<file path="config.mk">
export PLATFORM = sky130hd
export DESIGN_NAME = serial_reg_port
export DESIGN_NICKNAME = d
export VERILOG_FILES = /design/src/rtl/srp_pkg.sv /design/src/rtl/srp_sync.sv /design/src/rtl/srp_ctrl.sv /design/src/rtl/srp_datapath.sv /design/src/rtl/serial_reg_port.sv
export SDC_FILE = /design/constraint.sdc
export NUM_CORES = 1
export LEC_CHECK = 0
export ABC_AREA = 1
export BUFFER_PORTS_ARGS = -buffer_cell sky130_fd_sc_hd__buf_2
export CAP_MARGIN = 20
export CORE_AREA = 8 8 133 135
export DETAILED_ROUTE_END_ITERATION = 12
export DIE_AREA = 0 0 141 143
export PLACE_DENSITY = 0.62
export SYNTH_ARGS = -nofsm -noshare
export SYNTH_HDL_FRONTEND = slang
export SYNTH_SLANG_ARGS = --single-unit
export TNS_END_PERCENT = 10
</file>
<file path="constraint.sdc">
create_clock -name clk -period 5.65 [get_ports clk]
set_clock_uncertainty 0.1 [all_clocks]
set_input_delay 0 -clock clk [delete_from_list [all_inputs] [get_ports clk]]
set_output_delay 0 -clock clk [all_outputs]
set_load 0.005 [all_outputs]
</file>
<file path="src/rtl/srp_pkg.sv">
package srp_pkg;
  localparam int REG_CNT   = 8;
  localparam int SEL_W     = $clog2(REG_CNT);
  localparam int BYTE_W    = 8;
  localparam int RES_W     = 18;
  localparam int DATA_BITS = 3 * BYTE_W;
  localparam int CNT_W     = $clog2(DATA_BITS);

  localparam logic [SEL_W-1:0] SEL_CMD  = SEL_W'(0);
  localparam logic [SEL_W-1:0] SEL_DATA = SEL_W'(REG_CNT - 1);

  // Strobes from the control to the datapath.
  typedef struct packed {
    logic             wrShift;   // shift din into the write shifter
    logic             wrCommit;  // store the completed write byte
    logic             rdLoad;    // load the read shifter (snapshot on data)
    logic             rdShift;   // present the next output bit
    logic             rdDone;    // last bit of a result read sampled
    logic [SEL_W-1:0] sel;       // register currently addressed
  } strobe_t;
endpackage

</file>
<file path="src/rtl/srp_sync.sv">
module srp_sync #(
  parameter int STAGES = 2
) (
  input  logic clk,
  input  logic rstN,
  input  logic csN,
  input  logic sclk,
  input  logic din,
  output logic sampleEdge,
  output logic shiftEdge,
  output logic dinS
);
  logic [STAGES-1:0] sclkP, dinP, csP;
  logic sclkPrev;

  always_ff @(posedge clk or negedge rstN) begin
    if (!rstN) begin
      sclkP    <= '1;
      dinP     <= '1;
      csP      <= '0;
      sclkPrev <= 1'b1;
    end else begin
      sclkP    <= {sclkP[STAGES-2:0], sclk};
      dinP     <= {dinP[STAGES-2:0], din};
      csP      <= {csP[STAGES-2:0], csN};
      sclkPrev <= sclkP[STAGES-1];
    end
  end

  logic rose, fell;
  assign rose = sclkP[STAGES-1] & ~sclkPrev;
  assign fell = ~sclkP[STAGES-1] & sclkPrev;

  // Select low: sample on rise, shift on fall. Select high: the reverse.
  assign sampleEdge = csP[STAGES-1] ? fell : rose;
  assign shiftEdge  = csP[STAGES-1] ? rose : fell;
  assign dinS       = dinP[STAGES-1];
endmodule

</file>
<file path="src/rtl/srp_ctrl.sv">
module srp_ctrl
  import srp_pkg::*;
#(
  parameter int RUN_LEN = 32
) (
  input  logic                clk,
  input  logic                rstN,
  input  logic                sampleEdge,
  input  logic                shiftEdge,
  input  logic                dinS,
  output strobe_t             stb,
  output logic [BYTE_W-1:0]   cmdView,
  output logic                doutEn
);
  localparam int RUN_W = $clog2(RUN_LEN + 1);

  typedef enum logic [1:0] {ST_IDLE, ST_CMD, ST_WRITE, ST_READ} state_t;

  state_t            state;
  logic [CNT_W-1:0]  bitCnt;
  logic [BYTE_W-2:0] cmdSh;
  logic [BYTE_W-1:0] cmdByte;
  logic [RUN_W-1:0]  runCnt;

  logic [BYTE_W-1:0] newCmd;
  logic              ifReset, cmdDone, lastRdBit;
  logic [SEL_W-1:0]  curSel;

  assign newCmd    = {cmdSh, dinS};
  assign ifReset   = sampleEdge && dinS && (runCnt == RUN_W'(RUN_LEN - 1));
  assign cmdDone   = sampleEdge && !ifReset && state == ST_CMD &&
                     bitCnt == CNT_W'(BYTE_W - 1);
  assign curSel    = cmdDone ? newCmd[5:3] : cmdByte[5:3];
  assign lastRdBit = bitCnt == ((curSel == SEL_DATA) ? CNT_W'(DATA_BITS - 1)
                                                     : CNT_W'(BYTE_W - 1));

  always_ff @(posedge clk or negedge rstN) begin
    if (!rstN) begin
      state   <= ST_IDLE;
      bitCnt  <= '0;
      cmdSh   <= '0;
      cmdByte <= '0;
      runCnt  <= '0;
    end else begin
      if (sampleEdge)
        runCnt <= (dinS && !ifReset) ? runCnt + RUN_W'(1) : '0;
      if (ifReset) begin
        state  <= ST_IDLE;
        bitCnt <= '0;
      end else if (sampleEdge) begin
        unique case (state)
          ST_IDLE: if (!dinS) begin
            state  <= ST_CMD;
            bitCnt <= CNT_W'(1);
            cmdSh  <= '0;
          end
          ST_CMD: begin
            cmdSh  <= newCmd[BYTE_W-2:0];
            bitCnt <= bitCnt + CNT_W'(1);
            if (cmdDone) begin
              cmdByte <= newCmd;
              bitCnt  <= '0;
              if (newCmd[6])                state <= ST_READ;
              else if (newCmd[5:3] == SEL_CMD) state <= ST_IDLE;
              else                          state <= ST_WRITE;
            end
          end
          ST_WRITE: begin
            bitCnt <= bitCnt + CNT_W'(1);
            if (bitCnt == CNT_W'(BYTE_W - 1)) state <= ST_IDLE;
          end
          ST_READ: begin
            bitCnt <= bitCnt + CNT_W'(1);
            if (lastRdBit) state <= ST_IDLE;
          end
          default: state <= ST_IDLE;
        endcase
      end
    end
  end

  always_comb begin
    stb          = '0;
    stb.sel      = curSel;
    stb.wrShift  = sampleEdge && !ifReset && state == ST_WRITE;
    stb.wrCommit = stb.wrShift && bitCnt == CNT_W'(BYTE_W - 1) &&
                   curSel != SEL_DATA;
    stb.rdLoad   = cmdDone && newCmd[6];
    stb.rdShift  = shiftEdge && state == ST_READ;
    stb.rdDone   = sampleEdge && !ifReset && state == ST_READ &&
                   curSel == SEL_DATA && lastRdBit;
  end

  assign cmdView = cmdDone ? newCmd : cmdByte;
  assign doutEn  = state == ST_READ;
endmodule

</file>
<file path="src/rtl/srp_datapath.sv">
module srp_datapath
  import srp_pkg::*;
#(
  parameter int CHAN_W = 2
) (
  input  logic              clk,
  input  logic              rstN,
  input  strobe_t           stb,
  input  logic [BYTE_W-1:0] cmdView,
  input  logic              dinS,
  input  logic              convValid,
  input  logic [RES_W-1:0]  convResult,
  input  logic [CHAN_W-1:0] convChan,
  output logic              doutBit,
  output logic              intN
);
  localparam int PAD_W = BYTE_W - 2 - CHAN_W;

  logic [REG_CNT-1:0][BYTE_W-1:0] rdView;
  logic [BYTE_W-2:0]   wrSh;
  logic [DATA_BITS-1:0] rdSh, snap;
  logic [RES_W-1:0]    resHold;
  logic [CHAN_W-1:0]   chanHold;
  logic                newSinceSnap, intAct;

  assign rdView[0]        = cmdView;
  assign rdView[REG_CNT-1] = '0;

  for (genvar g = 1; g < REG_CNT - 1; g++) begin : g_reg
    logic [BYTE_W-1:0] q;
    always_ff @(posedge clk or negedge rstN) begin
      if (!rstN)                                       q <= '0;
      else if (stb.wrCommit && stb.sel == SEL_W'(g))   q <= {wrSh, dinS};
    end
    assign rdView[g] = q;
  end

  if (PAD_W > 0) begin : g_pad
    assign snap = {resHold, {PAD_W{1'b0}}, chanHold};
  end else begin : g_nopad
    assign snap = {resHold, chanHold};
  end

  always_ff @(posedge clk or negedge rstN) begin
    if (!rstN) begin
      wrSh         <= '0;
      rdSh         <= '0;
      doutBit      <= 1'b0;
      resHold      <= '0;
      chanHold     <= '0;
      newSinceSnap <= 1'b0;
      intAct       <= 1'b0;
    end else begin
      if (stb.wrShift) wrSh <= {wrSh[BYTE_W-3:0], dinS};
      if (stb.rdLoad)
        rdSh <= (stb.sel == SEL_DATA) ? snap
                                      : {rdView[stb.sel], {(DATA_BITS-BYTE_W){1'b0}}};
      else if (stb.rdShift)
        rdSh <= {rdSh[DATA_BITS-2:0], 1'b0};
      if (stb.rdShift) doutBit <= rdSh[DATA_BITS-1];
      if (convValid) begin
        resHold  <= convResult;
        chanHold <= convChan;
      end
      if (convValid) newSinceSnap <= 1'b1;
      else if (stb.rdLoad && stb.sel == SEL_DATA) newSinceSnap <= 1'b0;
      if (convValid)       intAct <= 1'b1;
      else if (stb.rdDone) intAct <= newSinceSnap;
    end
  end

  assign intN = ~intAct;
endmodule

</file>
<file path="src/rtl/serial_reg_port.sv">
module serial_reg_port
  import srp_pkg::*;
#(
  parameter int RUN_LEN     = 32,
  parameter int CHAN_W      = 2,
  parameter int SYNC_STAGES = 2
) (
  input  logic              clk,
  input  logic              rstN,
  input  logic              csN,
  input  logic              sclk,
  input  logic              din,
  output logic              dout,
  output logic              doutEn,
  output logic              intN,
  input  logic              convValid,
  input  logic [RES_W-1:0]  convResult,
  input  logic [CHAN_W-1:0] convChan
);
  logic              sampleEdge, shiftEdge, dinS, doutBit;
  strobe_t           stb;
  logic [BYTE_W-1:0] cmdView;

  srp_sync #(.STAGES(SYNC_STAGES)) u_sync (
    .clk(clk), .rstN(rstN), .csN(csN), .sclk(sclk), .din(din),
    .sampleEdge(sampleEdge), .shiftEdge(shiftEdge), .dinS(dinS)
  );

  srp_ctrl #(.RUN_LEN(RUN_LEN)) u_ctrl (
    .clk(clk), .rstN(rstN), .sampleEdge(sampleEdge), .shiftEdge(shiftEdge),
    .dinS(dinS), .stb(stb), .cmdView(cmdView), .doutEn(doutEn)
  );

  srp_datapath #(.CHAN_W(CHAN_W)) u_dp (
    .clk(clk), .rstN(rstN), .stb(stb), .cmdView(cmdView), .dinS(dinS),
    .convValid(convValid), .convResult(convResult), .convChan(convChan),
    .doutBit(doutBit), .intN(intN)
  );

  assign dout = doutBit & doutEn;
endmodule

</file>
==> Implementation_results.wiki <==
{| class="wikitable"
! Metric !! Value
|-
| Run status || complete, but fails checks
|-
| Violated checks || hold timing
|-
| Floorplan row count || 46
|-
| Clock sinks || 137
|-
| Biggest fanout along the worst timing path || 25
|-
| Number of unique standard cell types used by synthesis || 37
|-
| Number of iterations in the first detailed-routing pass || 7
|-
| Vias in the first global route || 4786
|-
| Initial core utilization || 39.0%
|-
| Placed insts || 907
|-
| Sum of net half-perimeters after detailed placement || 9.29 mm
|-
| Final setup viols || 0
|-
| Type of the tightest min-delay check || in2async
|-
| Fill cells || 1466
|-
| TritonCTS clock tree || done
|-
| Count of instances resized after the clock tree is built || 0
|-
| Via density per instance || 4.97
|-
| H-tree lvl count || 4
|-
| Global route overflow || 0
|-
| Count of mapped cells out of synthesis || 684
|-
| Pin count of the biggest net entering global routing || 82
|-
| Number of vias in the routed layout || 4823
|-
| Non-filler cells in the finished layout || 970
|-
| Required @ worst endpoint || 5.86 ns
|-
| Routability-driven placement congestion ratio || 0.775
|-
| Hold slack || -0.0152 ns
|-
| Critical Path Slowest Stage Cell || nand2_1
|-
| CTS Buf Count || 17
|-
| Pwr Total || 2.69 mW
|-
| Number of remaining DRC errors || 0
|-
| Port Buffers || 28
|-
| Worst slack at placement || 2.29 ns
|-
| Critical path's most frequent cell || inv_1
|-
| Min setup slack post-route || 2.29 ns
|-
| Share of synthesized area occupied by flip-flops and latches || 56.4%
|-
| Setup repair after global routing missed its margin || false
|-
| Commonest cells after routing, fill and taps aside || nand2_1 (196), dfrtp_1 (132), inv_1 (74), o21ai_0 (47), o21ai_1 (44)
|-
| Worst skew pair latency || 0.42 ns
|-
| Most common cell after layout, fill and taps aside || nand2_1
|-
| Cell area after layout || 0.00734 sq mm
|-
| Cts hold-fix bufs || 30
|-
| Total routing usage reported by global routing || 14.7%
|-
| Number of pins exceeding their max-slew limit in the final report || 0
|-
| Post-synthesis instance area || 0.00609 sq mm
|-
| Utilization of the core after routing || 47.1%
|-
| Synth Warn # || 0
|-
| Number of routed nets with antenna violations || 0
|-
| Max-slew headroom at the worst pin || 44.9%
|-
| Average size of a mapped cell || 8.90 sq um
|-
| Maximum frequency from static timing analysis || 298 MHz
|-
| Layout cells sized above 1 || 13.9%
|-
| Root Buffer Master || clkbuf_16
|-
| Worst VDD drop || 0.233 mV
|-
| Final hold viol count || 11
|-
| Pwr dens || 367 mW/mm^2
|-
| Setup Total Neg Slack || 0 ns
|-
| Clock transition at the registers of the reported paths || 0.06 ns
|-
| Sequential cell area || 0.00343 sq mm
|-
| Worst Tran Pin Value || 0.824 ns
|-
| Antenna cells || 0
|-
| Number of setup buffers added after CTS || 0
|-
| Footprint of the multi-input gates || 0.00225 sq mm
|-
| Biggest area consumer among synthesized cells || dfrtp_1
|-
| Number of cell instances on the worst register-to-register path || 10
|-
| Crit path time final || 3.36 ns
|-
| First-pass GRT wire length || 23.4 mm
|-
| Maximum capacitance violations || 0
|-
| Die Span X || 141 um
|-
| Top post-synthesis cells by area || dfrtp_1 (54%), nand2_1 (12%), inv_1 (4.6%)
|-
| Maximum number of buffers from clock root to sink || 2
|-
| Fraction of synthesized cell area taken by the top area cell type || 54.3%
|-
| Crit end category || flop
|-
| I/O pins || 29
|-
| Placement Cell Area || 0.00641 sq mm
|-
| Crit path largest cell delay || 0.70 ns
|-
| Leakage || 3.37 nW
|-
| Iteration-0 DRC count of the detailed router || 268
|-
| Endpoint arrival time on the critical path || 3.57 ns
|-
| Vertical die dimension || 143 um
|-
| Post-layout nets || 769
|-
| Total die area || 0.0202 sq mm
|-
| Overall routed net length || 13.9 mm
|-
| Area of the core region || 0.0156 sq mm
|-
| Post-synthesis sequential element count || 137
|-
| Cell Chain, Critical Path || inv_1, nor2_1, a21oi_4, nand3_4, inv_1, nand2_1, nand2_1, inv_1, a22oi_1, inv_1
|-
| Kind of start point of the critical path || flop
|-
| Setup Crit Path Kind || reg2reg
|-
| Initial antenna violation count || 0
|-
| Relative area change from synthesis to final layout || 20.6%
|-
| Wire length per cell || 14.4 um
|-
| Fin crit share || 59.4%
|-
| Net Count, Synth || 712
|}
## path summary, 6_finish.rpt
check	start	to	slack, ns
max	u_sync.dinP[1]	u_dp.rdSh[2]	2.29
min	rstN	u_dp.g_reg[5].q[4]	-0.02
max reg2reg	u_sync.dinP[1]	u_dp.rdSh[2]	2.29
min reg2reg	u_sync.dinP[0]	u_sync.dinP[1]	0.26
max in group asynchronous	rstN	u_sync.sclkPrev	4.27
min in group clk	convValid	u_dp.resHold[4]	0.01
## where the power goes
part           switching [mW]  leakage [nW]  total, mW  internal [mW]
Clock                   0.397         0.299       1.11          0.716
Sequential             0.0783          1.80       1.18           1.11
Combinational           0.258          1.27      0.397          0.139
## state kept, by name (all words and copies together), names as in the netlist
signal and count:
u_ctrl.bitCnt 5, u_sync.dinP 2, u_dp.rdSh 24, u_dp.doutBit 1, u_dp.intAct 1, u_dp.resHold 18, u_dp.wrSh 7, u_ctrl.cmdByte 8
u_dp.g.q 48, u_ctrl.runCnt 6, u_sync.sclkP 2, u_sync.sclkPrev 1, u_dp.chanHold 2, u_ctrl.state 2, u_dp.newSinceSnap 1, u_sync.csP 2
u_ctrl.cmdSh 7
## critical path, delay by kind of cell, from the launching register on
| kind | cells | cell delay (ns) |
|---|---|---|
| compound gates | 2 | 0.55 |
| buf+inv | 4 | 0.66 |
| flops | 1 | 0.38 |
| simple gates | 4 | 1.54 |
## Yosys cell counts
| cell type | n |
|---|---|
| or2_2 | 1 |
| clkbuf_1 | 13 |
| nor2_4 | 2 |
| o21ai_1 | 44 |
| inv_1 | 74 |
| nand3_2 | 4 |
| a21oi_4 | 2 |
| nand3_4 | 1 |
| o211ai_1 | 5 |
| mux2_2 | 14 |
| o22ai_1 | 11 |
| o31ai_1 | 1 |
| nor2_2 | 2 |
| o21ai_0 | 47 |
| nand2_4 | 3 |
| o21a_1 | 1 |
| nor3_2 | 2 |
| buf_2 | 5 |
| nand4_2 | 1 |
| nand2_1 | 196 |
| a31oi_1 | 6 |
| nand4_1 | 10 |
| a21oi_1 | 25 |
| xnor2_1 | 1 |
| dfstp_2 | 5 |
| inv_2 | 5 |
| nand3_1 | 28 |
| nor2_8 | 1 |
| dfrtp_1 | 132 |
| nand2_2 | 2 |
| nor3_1 | 2 |
| o32ai_1 | 1 |
| o21bai_1 | 1 |
| nor2_1 | 26 |
| ha_1 | 2 |
| buf_4 | 4 |
| a22oi_1 | 4 |
## routing by layer
layer	wire length [um]	track usage [%]	vias to the layer above
met5	0	0	-
met4	345	7.69	0
met3	528	3.64	34
met2	6540	22.9	108
met1	6510	18.7	2322
li1	-	-	2359
## cell families (layout without fill, tap and decap cells)
group                    after synthesis  count (layout)  synth area share, %
XOR/XNOR                               1               1                0.144
flip-flops                           137             137                 56.4
adder cells (fa/ha/maj)                2               2                0.411
AO/OA/AOI/OAI                        148             148                 13.4
multiplexers                          14              14                 2.59
buffers and inverters                101             171                 6.58
AND/OR/NAND/NOR                      281             281                 20.4
## cell type report
class                   instances  share of cell area, %
flip-flops and latches        137                   46.8
multi-input cells             446                   30.7
clock buffers                  25                   7.02
repair buffers                 60                   6.56
inverters                      79                   4.04
well taps                     216                   3.68
clock inverters                 7                   1.19
(Power assumes the default switching activity.)
